**src/rtl/irqbank_pkg.sv**
```systemverilog
package irqbank_pkg;
  localparam int DATA_W  = 32;
  localparam int ADDR_W  = 4;
  localparam logic [DATA_W-1:0] CLR_WINDOW = 32'h0000_3FE0;

  localparam logic [ADDR_W-1:0] IDX_STATUS  = 4'd0;
  localparam logic [ADDR_W-1:0] IDX_STAT_EN = 4'd1;
  localparam logic [ADDR_W-1:0] IDX_SIG_EN  = 4'd2;
  localparam logic [ADDR_W-1:0] IDX_FORCE   = 4'd3;
  localparam logic [ADDR_W-1:0] IDX_RSTCTL  = 4'd4;
  localparam logic [ADDR_W-1:0] IDX_CMDPORT = 4'd5;

  typedef struct packed {
    logic clr_we;
    logic force_we;
    logic stat_en_we;
    logic sig_en_we;
    logic rd;
  } dec_t;
endpackage

```
**src/rtl/irqbank_status.sv**
```systemverilog
module irqbank_status #(
  parameter int W = 32,
  parameter logic [W-1:0] CLR_MASK = 32'h0000_3FE0
) (
  input  logic         clk,
  input  logic         rst,
  input  logic [W-1:0] evt_set,
  input  logic         clr_we,
  input  logic         force_we,
  input  logic [W-1:0] wdata,
  output logic [W-1:0] status_q
);
  logic [W-1:0] base;

  // one bit slice per status position: force beats clear, event beats both
  always_comb begin
    base = status_q;
    if (force_we)    base = wdata;
    else if (clr_we) base = status_q & ~(wdata & CLR_MASK);
  end

  genvar i;
  generate
    for (i = 0; i < W; i++) begin : g_bit
      always_ff @(posedge clk) begin
        if (rst) status_q[i] <= 1'b0;
        else     status_q[i] <= base[i] | evt_set[i];
      end
    end
  endgenerate
endmodule

```
**src/rtl/irqbank_enable.sv**
```systemverilog
module irqbank_enable #(
  parameter int W = 32
) (
  input  logic         clk,
  input  logic         rst,
  input  logic         we,
  input  logic [W-1:0] wdata,
  output logic [W-1:0] q
);
  always_ff @(posedge clk) begin
    if (rst)     q <= '0;
    else if (we) q <= wdata;
  end
endmodule

```
**src/rtl/irqbank_readout.sv**
```systemverilog
module irqbank_readout #(
  parameter int W = 32,
  parameter int A = 4
) (
  input  logic         clk,
  input  logic         rst,
  input  logic         rd,
  input  logic [A-1:0] addr,
  input  logic [W-1:0] status_q,
  input  logic [W-1:0] stat_en_q,
  input  logic [W-1:0] sig_en_q,
  output logic         rsp_valid,
  output logic [W-1:0] rsp_rdata
);
  import irqbank_pkg::*;
  logic [W-1:0] sel;

  always_comb begin
    case (addr)
      IDX_STATUS:  sel = status_q & stat_en_q;
      IDX_STAT_EN: sel = stat_en_q;
      IDX_SIG_EN:  sel = sig_en_q;
      default:     sel = '0;
    endcase
  end

  always_ff @(posedge clk) begin
    if (rst) begin
      rsp_valid <= 1'b0;
      rsp_rdata <= '0;
    end else begin
      rsp_valid <= rd;
      rsp_rdata <= rd ? sel : '0;
    end
  end
endmodule

```
**src/rtl/irq_regbank.sv**
```systemverilog
module irq_regbank
  import irqbank_pkg::*;
(
  input  logic              clk,
  input  logic              rst,
  input  logic              req_valid,
  input  logic              req_write,
  input  logic [ADDR_W-1:0] req_addr,
  input  logic [DATA_W-1:0] req_wdata,
  input  logic [DATA_W-1:0] evt_set,
  output logic              rsp_valid,
  output logic [DATA_W-1:0] rsp_rdata,
  output logic              irq_o
);
  dec_t dec;
  logic [DATA_W-1:0] status_q, stat_en_q, sig_en_q;

  always_comb begin
    dec = '0;
    dec.rd = req_valid & ~req_write;
    if (req_valid & req_write) begin
      dec.clr_we     = (req_addr == IDX_STATUS);
      dec.stat_en_we = (req_addr == IDX_STAT_EN);
      dec.sig_en_we  = (req_addr == IDX_SIG_EN);
      dec.force_we   = (req_addr == IDX_FORCE);
    end
  end

  irqbank_status #(.W(DATA_W), .CLR_MASK(CLR_WINDOW)) u_status (
    .clk(clk), .rst(rst), .evt_set(evt_set), .clr_we(dec.clr_we),
    .force_we(dec.force_we), .wdata(req_wdata), .status_q(status_q)
  );

  irqbank_enable #(.W(DATA_W)) u_stat_en (
    .clk(clk), .rst(rst), .we(dec.stat_en_we), .wdata(req_wdata), .q(stat_en_q)
  );

  irqbank_enable #(.W(DATA_W)) u_sig_en (
    .clk(clk), .rst(rst), .we(dec.sig_en_we), .wdata(req_wdata), .q(sig_en_q)
  );

  irqbank_readout #(.W(DATA_W), .A(ADDR_W)) u_read (
    .clk(clk), .rst(rst), .rd(dec.rd), .addr(req_addr),
    .status_q(status_q), .stat_en_q(stat_en_q), .sig_en_q(sig_en_q),
    .rsp_valid(rsp_valid), .rsp_rdata(rsp_rdata)
  );

  always_ff @(posedge clk) begin
    if (rst) irq_o <= 1'b0;
    else     irq_o <= |(sig_en_q & status_q);
  end
endmodule

```
**config.mk**
```make
export PLATFORM = sky130hd
export DESIGN_NAME = irq_regbank
export DESIGN_NICKNAME = d
export VERILOG_FILES = /design/src/rtl/irqbank_pkg.sv /design/src/rtl/irqbank_status.sv /design/src/rtl/irqbank_enable.sv /design/src/rtl/irqbank_readout.sv /design/src/rtl/irq_regbank.sv
export SDC_FILE = /design/constraint.sdc
export NUM_CORES = 1
export LEC_CHECK = 0
export BUFFER_PORTS_ARGS = -buffer_cell sky130_fd_sc_hd__buf_2
export CORE_ASPECT_RATIO = 2
export CORE_UTILIZATION = 45
export CTS_BUF_LIST = sky130_fd_sc_hd__clkbuf_4
export DETAILED_ROUTE_END_ITERATION = 10
export HOLD_SLACK_MARGIN = 0.12
export PLACE_DENSITY = 0.78
export SLEW_MARGIN = 25
export SYNTH_ARGS = -nofsm -noshare
export SYNTH_HDL_FRONTEND = slang
export SYNTH_SLANG_ARGS = --single-unit
```
**constraint.sdc**
```tcl
create_clock -name clk -period 1.5 [get_ports clk]
set_input_delay 0.3 -clock clk [delete_from_list [all_inputs] [get_ports clk]]
set_output_delay 0.3 -clock clk [all_outputs]
set_load 0.005 [all_outputs]
```
# [Word-level counts from Yosys, hierarchy flattened]
# Cells that the tools add are included.
# W data, S select, Z words.
[op_classes] eq_ne=3 reduce_logical=3 n_bitwise=40 n_mux=4
[ops] op="$and A32 B32 Y32" n=3
[ops] op="$pmux W32 S3" n=1
[ops] op="$mux W32" n=2
[ops] op="$not A14 Y32" n=1
[ops] op="$or A1 B1 Y1" n=32
[ops] op="$reduce_or A32 Y1" n=1
[ops] op="$eq A4 B2 Y1 const B" n=2
[ops] op="$eq A4 B1 Y1 const B" n=1
[ops] op="$logic_not A4 Y1" n=1
[ops] op="$mux W4" n=1
[ops] op="$and A1 B1 Y1" n=2
[ops] op="$not A1 Y1" n=2
[ops] op="$reduce_or A2 Y1" n=1
[word_totals] ff_bits=130 inputBits=72 out_inout_bits=34

# [Depth between registers and ports, before layout]
[logic_depth] depth_word=5 mapped_depth=6

# [By module]
# From an unflattened synthesis, not the netlist that was laid out.
[unflattened] hier_cells=531 hier_area_um2=5485.3
[by_module_without_submodules] mod="irqbank_enable" n_inst=2 area_per_inst_um2=1163.6 seq_area_each_um2=640.6 cells_each=103
[by_module_without_submodules] mod="irqbank_status" n_inst=1 area_per_inst_um2=1492.7 seq_area_each_um2=640.6 cells_each=148
[by_module_without_submodules] mod="irqbank_readout" n_inst=1 area_per_inst_um2=1431.4 seq_area_each_um2=660.6 cells_each=147
[by_module_without_submodules] mod="irq_regbank" n_inst=1 area_per_inst_um2=234.0 seq_area_each_um2=20.0 cells_each=30

# [Worst setup path before layout]
# No wires, ideal clock.
[synth_timing] kind="input -> register" startpoint="input port req_addr[0]" endpoint="register u_read.rsp_rdata[0]" arrival_time_ps=1331 setup_ps=65 path_stages=6 slack_ps=103 required_ps=1435 path_cell_list="clkbuf_1 nor4_2 buf_2 a21o_1 a22oi_1 nor2_1"
[synth_between] elab_chain_len=2 word_cells_on_any_way=4 cone_classes="eq/ne (2); mux (1); reduce/logical (1)"
[synth_rtl] element="from (decl)" line_no="irq_regbank.sv:8" rtl="input logic [ADDR_W-1:0] req_addr,"
[synth_rtl] element="$eq A4 B2 Y1, or another cell as far along" line_no="irqbank_readout.sv:19" rtl="case (addr)"
[synth_rtl] element="$pmux W32 S3 (*)" line_no="irqbank_readout.sv:19"
[synth_rtl] element="to (signal assigned)" line_no="irqbank_readout.sv:33" rtl="rsp_rdata <= rd ? sel : '0;"
[synth_rtl] element="to (decl)" line_no="irqbank_readout.sv:13" rtl="output logic [W-1:0] rsp_rdata"
# Every way passes the cells marked *; elsewhere a longest branch is shown, timed or not.
# A chain may end at the register's enable or synchronous reset.

# [Worst setup path after layout]
[layout_timing] startpoint="input port req_addr[2]" endpoint="register u_status.status_q[0]"
[layout_between] elab_chain_len=5 word_cells_on_any_way=6 cone_classes="eq/ne (1); mux (3); bitwise (1); reduce/logical (1)"
[layout_rtl] element="$logic_not A4 Y1" line_no="irq_regbank.sv:22" rtl="dec.clr_we = (req_addr == IDX_STATUS);"
[layout_rtl] element="$mux W4 (*)" line_no="irq_regbank.sv:21" rtl="if (req_valid & req_write) begin"
[layout_rtl] element="$mux W32" line_no="irqbank_status.sv:19" rtl="else if (clr_we) base = status_q & ~(wdata & CLR_MASK);"
[layout_rtl] element="$mux W32 (*)" line_no="irqbank_status.sv:18" rtl="if (force_we) base = wdata;"
[layout_rtl] element="$or A1 B1 Y1 (*)" line_no="irqbank_status.sv:27" rtl="else status_q[i] <= base[i] | evt_set[i];"
[layout_rtl] element="to (signal, indexed assignment)" line_no="irqbank_status.sv:27"
[layout_rtl] element="to (decl)" line_no="irqbank_status.sv:11" rtl="output logic [W-1:0] status_q"
# Marked as above.

==> run metrics <==
outcome finished clean; DP Wirelength 10,500 microns; min Tclk post-route 1.43 ns; fin crit share 0.952; Max Clock Freq 0.700 GHz; post-synthesis sequential area ratio 0.510; count of input and output buffers 105; post-synthesis mux area share 0; Critical Path AT 1.94 ns; CTS Buf Count 17; Inst Count DP 867; Fin Clk Skew 0.0208 ns; reg2reg setup slack 0.16 ns; Async SR Flop Fraction 0; area delta synth->final 39.2%; min-delay src rst; core area 10,900 sq um; #FFs+latches synth 130; Synth Area in Simple Gates 0.199; Max clock buf depth 2; Crit. End Element register; synth unique cells 25; vias in the first global route 5,326; Finish-stage setup viols 0; CP Max Fanout 6; Syn Nets 701; Top FF cell, synth dfxtp_1; router iterations before antenna repair 6; H-tree depth 4; worst-margin pin slew 0.453 ns; synth cell count leaders 175 x nand2_1, 130 x dfxtp_1, 82 x a21oi_1; Initial Util 0.466; most frequent cell after synthesis nand2_1; setup tns final 0 ns; I/O pin count 106; Leakage 3.09 nW; initial DRC count 523; syn_area_per_cell 8.11 sq um; drt drc 0; ratio of cells with drive above 1 in the final layout 0.220; Routed met3 length 1110 microns; Clock Pin Slew Worst Setup and Hold Paths 0.12 ns; CTS tree yes; initial antenna violation count 1; worst reg2reg path startpoint u_status.status_q[27]$_SDFF_PP0_; nets@finish 886; Max VDD drop 595 uV; non-filler cells, final 968; Met1 Wirelength 5860 microns; WL met2 8200 microns; vias per inst 5.64; Yosys top cell area share 0.510; worst r2r dst irq_o$_SDFF_PP0_; crit-path max cell delay 0.56 ns; count of pins over their slew limit 0; hold endpoint u_stat_en.q[31]$_SDFFE_PP0P_; post-synth top area cell dfxtp_1; RSZ-0062 raised after global routing false; Die Height 153 microns; Worst path slowest cell dlygate4sd3_1; first-pass GRT wire length 25,900 microns; Mapped Area 5100 sq um; Syn. warnings 0; crit path cell chain buf_2 -> and4bb_4 -> and3_4 -> buf_4 -> nand2_1 -> a31oi_1 -> dlygate4sd3_1; CP Data Required Time 2.01 ns; routed wire length 16,200 microns; Worst-Skew Late Latency 0.56 ns; Via Count 5,455; total global-route track usage 0.282; Die X 77.3 microns; synth top area cells dfxtp_1 51%, nand2_1 13%, a21oi_1 8.0%; hold path depth 3; Top delay family on crit path buffers and inverters; max layer used met4; post-synthesis compound-gate area fraction 0.228; number of synthesized flops with an enable pin 0; worst rel slew slack 0.698; Hold Violations, Final 0; Pwr Density 977 nW/um^2; largest family of logic cells by synthesized area compound AO/OA/AOI/OAI gates; critical path class input pin to register; clock sinks 130; Hold Crit Class input pin to register; die area 11,800 sq um; worst r2r path cells 4; Root Driver clkbuf_4; largest net degree at the start of global routing 98; Worst setup SP type input pin; Wirelength per Cell 16.8 microns; GP Congestion 0.862; Placed Area 6070 sq um; grt ovf 0; Rows 54; buffers plus inverters on the worst setup path 3; total of max-cap violations 0; Hold Worst Slack 0.286 ns; Syn Inst Count 629; Final Instance Area 7100 sq um; Final ANT Viol Nets 0; Post-Synth XOR/XNOR Area 0; Adder-Cell Fraction of Synth Area 0
cells in the final DEF (no fill, tap or decap), types with 4 or more instances in the layout:
cell           instances
inv_1                 23
clkinvlp_4             4
bufinv_16              4
dlygate4sd3_1         68
buf_12                14
nand3_1               19
clkbuf_4              17
buf_2                105
a31oi_1               23
nand4_1                4
inv_6                  4
dfxtp_1              130
a21oi_1               82
a22oi_1               48
buf_4                 26
nor2_1                34
nand2_1              175
a21o_1                32
logic make-up (layout without fill, tap and decap cells):
| family | count (synthesis) | in the layout |
|---|---|---|
| buf+inv | 70 | 268 |
| simple gates | 243 | 243 |
| compound gates | 186 | 186 |
| other cells | 0 | 1 |
| flops | 130 | 130 |
per-layer routing:
layer | track usage | vias up
li1 | - | 2518
met1 | 0.307 | 2527
met2 | 0.478 | 326
met3 | 0.0569 | 84
met4 | 0.202 | 0
met5 | 0 | -
through the flow:
stage	total power, mW	setup WS, ns	utilization
2_1_floorplan	3.86	0.103	-
3_3_place_gp	4.12	-0.0682	0.555
3_5_place_dp	4.14	-0.129	0.555
4_1_cts	6.94	0.0186	0.647
5_1_grt	7.17	0.0262	0.648
6_report	6.93	0.0717	0.648
report_power, final:
| group | total [mW] | leakage, nW | switching, mW | internal [mW] |
|---|---|---|---|---|
| combinational | 0.613 | 1.87 | 0.286 | 0.327 |
| clock | 2.72 | 0.163 | 1.38 | 1.34 |
| sequential | 3.60 | 1.06 | 0.0738 | 3.53 |
flip-flops by register name (all words and copies together), names as in the netlist:
register           flops
u_read.rsp_rdata      32
u_status.status_q     32
u_stat_en.q           32
u_sig_en.q            32
u_read.rsp_valid       1
irq_o                  1
worst max-delay path by stage:
stage / slack, ns / start / depth (start not counted) / to
floorplan: 0.10 / req_addr[0] / 6 / u_read.rsp_rdata[0]$_SDFF_PP0_
global placement: -0.07 / rst / 5 / u_read.rsp_rdata[30]$_SDFF_PP0_
detailed placement: -0.13 / req_addr[2] / 6 / u_status.status_q[14]$_SDFF_PP0_
CTS: 0.02 / req_addr[2] / 7 / u_status.status_q[0]$_SDFF_PP0_
global route: 0.03 / req_addr[2] / 7 / u_status.status_q[0]$_SDFF_PP0_
finish: 0.07 / req_addr[2] / 7 / u_status.status_q[0]$_SDFF_PP0_
layout make-up:
class / instances / area [sq um]
tap: 140 / 175
sequential: 130 / 2600
antenna: 1 / 2.50
timing repair buffer: 213 / 1680
clock inverter: 15 / 206
inverter: 23 / 86.3
clock buffer: 17 / 128
multi-input combinational: 429 / 2210
fill: 920 / 3850
worst min-delay path: cells and delay by family:
family / cells / cell delay [ns]
buffers and inverters: 2 / 0.34
AOI/OAI and AO/OA: 1 / 0.15
what timing repair did:
action / in CTS / in global routing
endpoints found under the hold margin: 97 / 0
gates resized for setup: 0 / 4
hold buffers: 68 / 0
buffers inserted: 0 / 0
setup endpoints to repair: 0 / 3
No activity file was read; power rests on OpenSTA's default activity.
